File: src/rtl/scroll_pkg.sv
package scroll_pkg;
  typedef enum logic [1:0] {
    OP_SCROLL  = 2'd0,
    OP_HOME    = 2'd1,
    OP_RESTORE = 2'd2,
    OP_IDLE    = 2'd3
  } scroll_op_e;

  localparam int unsigned FIXED_BURST_BYTES = 16;
  localparam int unsigned SIZE_DIV_SHIFT    = 10;
endpackage

File: src/rtl/scroll_pos_track.sv
module scroll_pos_track #(
  parameter int unsigned AW = 32
) (
  input  logic          clk,
  input  logic          rst_n,
  input  logic [AW-1:0] base_i,
  input  logic [AW-1:0] size_i,
  input  logic          cmd_valid_i,
  input  logic [1:0]    cmd_op_i,
  input  logic [AW-1:0] cmd_offset_i,
  input  logic [AW-1:0] cmd_token_i,
  output logic [AW-1:0] pos_o,
  output logic [AW-1:0] token_o,
  output logic          token_valid_o,
  output logic          reject_o
);
  import scroll_pkg::*;

  localparam int unsigned EW = AW + 2;

  // magnitude of a signed offset, one bit wider so the most negative value fits
  function automatic logic [AW:0] off_mag(input logic [AW-1:0] off);
    if (off[AW-1]) return {1'b0, ~off} + {{AW{1'b0}}, 1'b1};
    else           return {1'b0, off};
  endfunction

  function automatic logic off_fits(input logic [AW-1:0] off, input logic [AW-1:0] size);
    return off_mag(off) <= {1'b0, size};
  endfunction

  // one-step circular add; valid when |off| <= size and pos < size
  function automatic logic [AW-1:0] wrap_add(input logic [AW-1:0] pos,
                                             input logic [AW-1:0] off,
                                             input logic [AW-1:0] size);
    logic signed [EW-1:0] sum;
    logic signed [EW-1:0] sz;
    sz  = signed'({2'b00, size});
    sum = signed'({2'b00, pos}) + signed'({{2{off[AW-1]}}, off});
    if (sum >= sz)                  sum = sum - sz;
    else if (sum < signed'({EW{1'b0}})) sum = sum + sz;
    return sum[AW-1:0];
  endfunction

  logic          scroll_hit, home_hit, restore_hit, scroll_ok;
  logic [AW-1:0] next_scroll_pos;
  logic [AW-1:0] pos_q, token_q;
  logic          tv_q, rej_q;

  assign scroll_hit      = cmd_valid_i && (cmd_op_i == OP_SCROLL);
  assign home_hit        = cmd_valid_i && (cmd_op_i == OP_HOME);
  assign restore_hit     = cmd_valid_i && (cmd_op_i == OP_RESTORE);
  assign scroll_ok       = off_fits(cmd_offset_i, size_i);
  assign next_scroll_pos = wrap_add(pos_q, cmd_offset_i, size_i);

  always_ff @(posedge clk) begin
    if (!rst_n) begin
      pos_q   <= '0;
      token_q <= '0;
      tv_q    <= 1'b0;
      rej_q   <= 1'b0;
    end else begin
      tv_q  <= 1'b0;
      rej_q <= 1'b0;
      if (scroll_hit) begin
        if (scroll_ok) pos_q <= next_scroll_pos;
        else           rej_q <= 1'b1;
      end else if (home_hit) begin
        token_q <= base_i + pos_q;
        tv_q    <= 1'b1;
        pos_q   <= '0;
      end else if (restore_hit) begin
        pos_q <= cmd_token_i - base_i;
      end
    end
  end

  assign pos_o         = pos_q;
  assign token_o       = token_q;
  assign token_valid_o = tv_q;
  assign reject_o      = rej_q;

  AST_WRAP_IN_REGION: assert property (@(posedge clk) disable iff (!rst_n)
    (scroll_hit && scroll_ok && pos_q < size_i) |=> (pos_q < $past(size_i)))
    else $error("scroll left the region");

  AST_REJECT_KEEPS_POS: assert property (@(posedge clk) disable iff (!rst_n)
    (scroll_hit && !scroll_ok) |=> ($stable(pos_q) && reject_o))
    else $error("rejected scroll moved the pointer");

  AST_HOME_TOKEN: assert property (@(posedge clk) disable iff (!rst_n)
    home_hit |=> (token_valid_o && pos_o == '0 && token_o == $past(base_i + pos_q)))
    else $error("home command mishandled");
endmodule

File: src/rtl/scroll_burst_sel.sv
module scroll_burst_sel #(
  parameter int unsigned AW          = 32,
  parameter int unsigned FIXED_BYTES = scroll_pkg::FIXED_BURST_BYTES,
  parameter int unsigned DIV_SHIFT   = scroll_pkg::SIZE_DIV_SHIFT
) (
  input  logic          mem_kind_i,
  input  logic [AW-1:0] size_i,
  output logic [AW-1:0] burst_o
);
  localparam logic [AW-1:0] FIXED_VAL = AW'(FIXED_BYTES);

  function automatic logic [AW-1:0] burst_of(input logic kind, input logic [AW-1:0] size);
    return kind ? (size >> DIV_SHIFT) : FIXED_VAL;
  endfunction

  assign burst_o = burst_of(mem_kind_i, size_i);
endmodule

File: src/rtl/scroll_fe_commit.sv
module scroll_fe_commit #(
  parameter int unsigned AW = 32
) (
  input  logic          clk,
  input  logic          rst_n,
  input  logic          vsync_i,
  input  logic [AW-1:0] start_i,
  input  logic [AW-1:0] end_i,
  input  logic [AW-1:0] burst_i,
  input  logic [AW-1:0] phys_off_i,
  output logic [AW-1:0] fe_init_o,
  output logic [AW-1:0] fe_start_o,
  output logic [AW-1:0] fe_end_o,
  output logic          fe_load_o
);
  function automatic logic [AW-1:0] to_phys(input logic [AW-1:0] a, input logic [AW-1:0] off);
    return a - off;
  endfunction

  logic [AW-1:0] init_q, start_q, end_q;
  logic          load_q;

  always_ff @(posedge clk) begin
    if (!rst_n) begin
      init_q  <= '0;
      start_q <= '0;
      end_q   <= '0;
      load_q  <= 1'b0;
    end else begin
      load_q <= vsync_i;
      if (vsync_i) begin
        init_q  <= to_phys(start_i, phys_off_i);
        start_q <= to_phys(start_i, phys_off_i);
        end_q   <= to_phys(end_i - burst_i, phys_off_i);
      end
    end
  end

  assign fe_init_o  = init_q;
  assign fe_start_o = start_q;
  assign fe_end_o   = end_q;
  assign fe_load_o  = load_q;

  AST_HOLD_OUTSIDE_VSYNC: assert property (@(posedge clk) disable iff (!rst_n)
    !vsync_i |=> ($stable(fe_start_o) && $stable(fe_end_o) && $stable(fe_init_o) && !fe_load_o))
    else $error("fetch registers moved without vsync");

  AST_INIT_TRACKS_START: assert property (@(posedge clk) disable iff (!rst_n)
    vsync_i |=> (fe_init_o == fe_start_o && fe_load_o))
    else $error("initial and start pointers differ");

  AST_END_AFTER_START: assert property (@(posedge clk) disable iff (!rst_n)
    vsync_i |=> (fe_end_o - fe_start_o == $past(end_i - burst_i - start_i)))
    else $error("end pointer not one burst short");
endmodule

File: src/rtl/scroll_addr_unit.sv
module scroll_addr_unit #(
  parameter int unsigned AW = 32
) (
  input  logic          clk,
  input  logic          rst_n,
  input  logic [AW-1:0] cfg_base_i,
  input  logic [AW-1:0] cfg_size_i,
  input  logic [AW-1:0] cfg_phys_off_i,
  input  logic          cfg_mem_kind_i,
  input  logic          cmd_valid_i,
  input  logic [1:0]    cmd_op_i,
  input  logic [AW-1:0] cmd_offset_i,
  input  logic [AW-1:0] cmd_token_i,
  input  logic          vsync_i,
  output logic [AW-1:0] start_o,
  output logic [AW-1:0] end_o,
  output logic [AW-1:0] token_o,
  output logic          token_valid_o,
  output logic          err_o,
  output logic [AW-1:0] fe_init_o,
  output logic [AW-1:0] fe_start_o,
  output logic [AW-1:0] fe_end_o,
  output logic          fe_load_o
);
  logic [AW-1:0] pos_w, start_w, end_w, burst_w;

  scroll_pos_track #(.AW(AW)) pos_i (
    .clk          (clk),
    .rst_n        (rst_n),
    .base_i       (cfg_base_i),
    .size_i       (cfg_size_i),
    .cmd_valid_i  (cmd_valid_i),
    .cmd_op_i     (cmd_op_i),
    .cmd_offset_i (cmd_offset_i),
    .cmd_token_i  (cmd_token_i),
    .pos_o        (pos_w),
    .token_o      (token_o),
    .token_valid_o(token_valid_o),
    .reject_o     (err_o)
  );

  assign start_w = cfg_base_i + pos_w;
  assign end_w   = start_w + cfg_size_i;

  scroll_burst_sel #(.AW(AW)) burst_i (
    .mem_kind_i(cfg_mem_kind_i),
    .size_i    (cfg_size_i),
    .burst_o   (burst_w)
  );

  scroll_fe_commit #(.AW(AW)) commit_i (
    .clk       (clk),
    .rst_n     (rst_n),
    .vsync_i   (vsync_i),
    .start_i   (start_w),
    .end_i     (end_w),
    .burst_i   (burst_w),
    .phys_off_i(cfg_phys_off_i),
    .fe_init_o (fe_init_o),
    .fe_start_o(fe_start_o),
    .fe_end_o  (fe_end_o),
    .fe_load_o (fe_load_o)
  );

  assign start_o = start_w;
  assign end_o   = end_w;

  AST_END_SPAN: assert property (@(posedge clk) disable iff (!rst_n)
    (end_o - start_o) == cfg_size_i)
    else $error("end address span wrong");
endmodule

File: config.mk
export PLATFORM = sky130hd
export DESIGN_NAME = scroll_addr_unit
export DESIGN_NICKNAME = d
export VERILOG_FILES = /design/src/rtl/scroll_pkg.sv /design/src/rtl/scroll_pos_track.sv /design/src/rtl/scroll_burst_sel.sv /design/src/rtl/scroll_fe_commit.sv /design/src/rtl/scroll_addr_unit.sv
export SDC_FILE = /design/constraint.sdc
export NUM_CORES = 1
export LEC_CHECK = 0
export BUFFER_PORTS_ARGS = -buffer_cell sky130_fd_sc_hd__buf_2
export CORE_MARGIN = 2
export CORE_UTILIZATION = 53
export DETAILED_ROUTE_END_ITERATION = 8
export GPL_TIMING_DRIVEN = 0
export PLACE_DENSITY = 0.86
export SETUP_SLACK_MARGIN = 0.02
export SLEW_MARGIN = 40
export SYNTH_ARGS = -nofsm -noshare
export SYNTH_HDL_FRONTEND = slang
export SYNTH_SLANG_ARGS = --single-unit
File: constraint.sdc
create_clock -name clk -period 10.9 [get_ports clk]
set_clock_uncertainty 0.1 [all_clocks]
set_input_delay 3.27 -clock clk [delete_from_list [all_inputs] [get_ports clk]]
set_output_delay 3.27 -clock clk [all_outputs]
set_load 0.03 [all_outputs]
# == Yosys cells after proc, flatten, opt, wreduce, memory -nomap -nowiden ==
# Cells that the tools add are included.
# op_classes
add_sub_neg,10
order_cmp,3
eq_ne,3
muxes,10
bitwise_logic,3
n_reduce_logical,9
# op_table
operator,count
two-way mux 32 bit,6
subtractor 32 bit,4
adder 32 bit,3
adder 33 x 32 -> 34 bit,1
greater-or-equal comparator 34 x 33 -> 1 bit,1
< comparator 34 x 1 -> 1 bit (second input constant),1
adder 32 x 1 -> 33 bit (second input constant),1
less-or-equal comparator 33 x 32 -> 1 bit,1
two-way mux 33 bit,1
NOT 32 bit,1
subtractor 32 x 22 -> 32 bit,1
two-way mux 22 bit,1
AND reduction 2 bit,3
logical AND 1 bit,3
nonzero test 3 bit,1
equality test 2 x 1 -> 1 bit (second input constant),1
equality test 2 bit (second input constant),1
zero test 2 bit,1
two-way mux 1 bit,2
!= test 2 bit (second input constant),1
NOT 1 bit,2
OR reduction 2 bit,1
# word_totals
register_bits,131
input_bits,167
wordCells,45

# == Longest topological paths before layout ==
# logic_depth
ltp_word,6
depth_mapped,35
mapped_depth_nobuf,35

# == Hierarchy ==
# A second synthesis with hierarchy kept.
# unflattened
hier_cells,3038
area_unflattened_um2,22983.3
# by_module_without_submodules
mod,n_inst,cells_each,area_per_inst_um2,seq_area_each_um2
scroll_pos_track,1,1724,12597.1,1321.3
scroll_fe_commit,1,849,6925.4,1301.2
scroll_addr_unit,1,430,3206.8,0.0
scroll_burst_sel,1,35,254.0,0.0

# == Least setup slack after synthesis ==
# Ideal clock, no wire load.
# synth_path
kind,input-to-output
start,input port cfg_base_i[5]
end,output port end_o[28]
t_arrival_ps,8456
required_time_ps,7530
slack_ps,-926
stages,23
cell_sequence,ha_1 or4_1 o21ai_0 o21ai_0 a211o_1 a21oi_1 o21bai_1 a21oi_1 o21bai_1 a21oi_1 xnor2_1 ha_1 a21o_1 a21o_1 a21o_1 a21o_1 a21o_1 a21oi_1 o21bai_1 a41o_1 a21o_1 a21oi_1 xnor2_1
# synth_via
elab_chain_cells,2
# synth_lines
element,line_no,source
from (decl),scroll_addr_unit.sv:6,"input logic [AW-1:0] cfg_base_i,"
adder 32 bit,scroll_addr_unit.sv:42,assign start_w = cfg_base_i + pos_w;
net start_o[19],scroll_addr_unit.sv:15,"output logic [AW-1:0] start_o,"
adder 32 bit,scroll_addr_unit.sv:43,assign end_w = start_w + cfg_size_i;
to (decl),scroll_addr_unit.sv:16,"output logic [AW-1:0] end_o,"
# The timed path passes the listed nets, and every way through them passes these cells.

# == Final worst setup path ==
# layout_path
start,input port cfg_base_i[6]
end,output port end_o[28]
# layout_via
elab_chain_cells,2
# layout_lines
element,line_no
adder 32 bit,scroll_addr_unit.sv:42
adder 32 bit,scroll_addr_unit.sv:43
# No other way between the ends.

==> flow_summary.json <==
{
  "status": "complete, but fails checks",
  "violations": "design-rule violations, negative setup slack",
  "finalNonFillerCells": 3609,
  "ir_worst_vdd_uv": 130,
  "rsz0062_at_grt": "true",
  "overflow": 0,
  "ff2ff_path_depth": 33,
  "ys_seq_area_frac": 0.132,
  "insertion_delay_ps": 460,
  "layout-drive-gt1-share": 0.208,
  "syn_avg_cell_area_um2": 7.45,
  "netlist_area_mm2": 0.0199,
  "slew_headroom": 0.329,
  "tightest_slew_ps": 1010,
  "first_global_vias": 21900,
  "synthDistinctLibCells": 85,
  "finalWirelength_um": 83800,
  "dieArea_mm2": 0.0392,
  "drtIter0Drc": 1941,
  "dpl_cell_area_mm2": 0.0226,
  "hold-path-cell-count": 2,
  "track_usage": 0.411,
  "place_ws_ps": -770,
  "worst_ep_required_time_ps": 7530,
  "timing.final.crit_share": 1.03,
  "min_path_type": "flop to flop",
  "fmax_ghz": 0.0889,
  "grt_pass1_wl_um": 122000,
  "fp.dieH_um": 198,
  "syn2layout_area_growth_pct": 22.9,
  "final.min_clock_period_ps": 11240,
  "initial_core_util": 0.534,
  "die_w_um": 198,
  "slew_viol_final": 0,
  "clk_transition_reported_paths_ps": 60,
  "ctsHoldBuffers": 0,
  "cts_tree": "built",
  "gp_congestion": 1.01,
  "met2_usage": 0.662,
  "final_area_mm2": 0.0245,
  "met1_usage": 0.488,
  "wl_per_cell_um": 23.2,
  "cp-end-kind": "primary output",
  "root_buffer": "clkbuf_16",
  "cp_max_fo": 3,
  "post-route-util": 0.656,
  "htreeDepth": 4,
  "synth_nets": 3165,
  "fin_tns_setup_ps": -1890,
  "hold_violations": 0,
  "synth-edff-count": 0,
  "setup_viol": 10,
  "rows": 71,
  "arrival_ps": 7870,
  "dp_hpwl_um": 67700,
  "cp-start-kind": "input port",
  "postLayoutSetupSlackWorst_ps": -343,
  "portBuffers": 360,
  "grt_max_degree": 17,
  "antenna_found_initial": 4,
  "synth_cells": 2674,
  "postRouteAntennaNets": 0,
  "p_leak_uw": 0.0120,
  "drt_first_pass_iters": 8,
  "grt-busiest-layer": "met2",
  "finalNetCount": 3608,
  "yosys_warnings": 0,
  "dp_cells": 3508,
  "async_flop_share": 0,
  "max_cap_viol_count": 0,
  "grtUsageMet3": 0.0738,
  "coreArea_mm2": 0.0373,
  "avgViaCountPerCell": 6.35,
  "cts.sinks": 131,
  "worst-setup-path-type": "input port to primary output",
  "drc": 1,
  "cts_buffers": 17,
  "power_density_mw_per_mm2": 239,
  "cts_max_path_buffers": 2,
  "vias": 22900,
  "io_pins": 362,
  "ys_ff_latch": 131,
  "synthFlopType": "dfxtp_1"
}
-- metrics by stage --
step | hold slack, ps | power, µW
global route | 364 | 6220
detailed placement | 344 | 4830
global placement | 338 | 4740
finish | 351 | 5860
CTS | 354 | 5590
floorplan | 409 | 3740
-- cells in the mapped netlist (9+ instances only) --
cell type | instances | area share
ha_1 | 295 | 0.19
a21oi_1 | 256 | 0.064
inv_1 | 230 | 0.043
nor2_1 | 213 | 0.040
nand2_1 | 207 | 0.039
xnor2_1 | 173 | 0.076
o21ai_0 | 168 | 0.042
dfxtp_1 | 131 | 0.13
a21o_1 | 123 | 0.046
clkbuf_1 | 74 | 0.014
xor2_1 | 54 | 0.024
nor3_1 | 49 | 0.012
nand3_1 | 46 | 0.012
o21bai_1 | 42 | 0.016
mux2i_1 | 39 | 0.020
nand2b_1 | 36 | 0.011
a31oi_1 | 35 | 0.011
buf_4 | 32 | 0.012
nand4_1 | 32 | 0.010
o21a_1 | 30 | 0.011
a211oi_1 | 29 | 0.011
fa_1 | 29 | 0.029
nor2b_1 | 27 | 0.0085
o31ai_1 | 22 | 0.0083
a221oi_1 | 20 | 0.0088
and2_1 | 19 | 0.0060
o211ai_1 | 19 | 0.0072
or3_1 | 16 | 0.0050
and3_1 | 14 | 0.0044
o221ai_1 | 14 | 0.0062
a22oi_1 | 11 | 0.0041
o22ai_1 | 11 | 0.0035
nor4_1 | 10 | 0.0031
or4_1 | 9 | 0.0034
-- state kept, by name, indices dropped and copies added (netlist names) --
register,cells
pos_i.token_o,32
pos_i.reject_o,1
pos_i.pos_o,32
pos_i.token_valid_o,1
commit_i.fe_init_o,32
commit_i.fe_end_o,32
commit_i.fe_load_o,1
-- critical path: stages --
cell      delay (ps)
buf_8            110
ha_4             150
or4_4            540
o21ai_4          210
o21ai_4           90
a211o_1          270
a21oi_2          150
o21bai_1          90
a21oi_2          180
o21bai_1         110
a21oi_2          140
buf_6            130
xnor2_4          120
ha_4             230
a21o_1           200
a21o_1           190
a21o_1           190
a21o_1           160
a21o_1           150
a21oi_1          120
o21bai_1          80
a41o_1           260
a21o_1           210
a21oi_4          200
xnor2_4          150
buf_6            150
-- logic make-up (layout without fill, tap and decap cells) --
| logic type | after synthesis | count (layout) | share of synthesized area |
|---|---|---|---|
| compound gates | 891 | 891 | 0.292 |
| simple gates | 708 | 708 | 0.168 |
| xor+xnor | 228 | 228 | 0.101 |
| other cells | 0 | 5 | 0 |
| mux | 39 | 39 | 0.0196 |
| flops | 131 | 131 | 0.132 |
| fa+ha+maj | 324 | 324 | 0.214 |
| buf+inv | 353 | 809 | 0.0739 |
-- report_power, final --
| group | switching [µW] | internal (µW) | leakage (µW) |
|---|---|---|---|
| Combinational | 2810 | 1780 | 0.0106 |
| Clock | 242 | 377 | 0.000298 |
| Sequential | 81.3 | 571 | 0.00108 |
-- cells in the final DEF, fill, tap and decap left out, types with 40 or more instances in the layout --
master / Yosys / final
buf_2: 7 / 355
a21oi_1: 256 / 243
a21o_1: 123 / 123
ha_1: 295 / 274
o21ai_0: 168 / 152
dfxtp_1: 131 / 131
nor3_1: 49 / 45
nand3_1: 46 / 46
o21bai_1: 42 / 40
nor2_1: 213 / 210
xor2_1: 54 / 49
nand2_1: 207 / 205
inv_1: 230 / 226
xnor2_1: 173 / 148
clkbuf_1: 74 / 65
buf_4: 32 / 97
-- cell type report --
class	instances	area (µm²)
clock inverter	12	154
clock buffer	20	467
tap	474	593
antenna	5	12.5
multi-input combinational	2190	16800
fill	3147	12800
timing repair buffer	427	2400
sequential	131	2620
buffer	118	609
inverter	232	873
-- routing by layer --
metal,wire length [µm],vias to the layer above
met5,12,-
met4,6980,2
met3,7890,413
met2,36700,1363
met1,32300,10600
li1,-,10500
-- path summary, 6_finish.rpt --
path	slack, ps	startpoint	endpoint
worst max-delay path	-340	cfg_base_i[6]	end_o[28]
worst min register to register	350	pos_i.token_o[18]	pos_i.token_o[18]
worst min-delay path	350	pos_i.token_o[18]	pos_i.token_o[18]
worst max register to register	3480	pos_i.pos_o[1]	commit_i.fe_end_o[31]
-- what timing repair did --
item | CTS | global route
pin swaps | 49 | 46
buffers inserted | 40 | 27
gates cloned | 0 | 0
endpoints found under the setup margin | 16 | 16
gates resized for setup | 73 | 80
No activity file was read; power rests on OpenSTA's default activity.
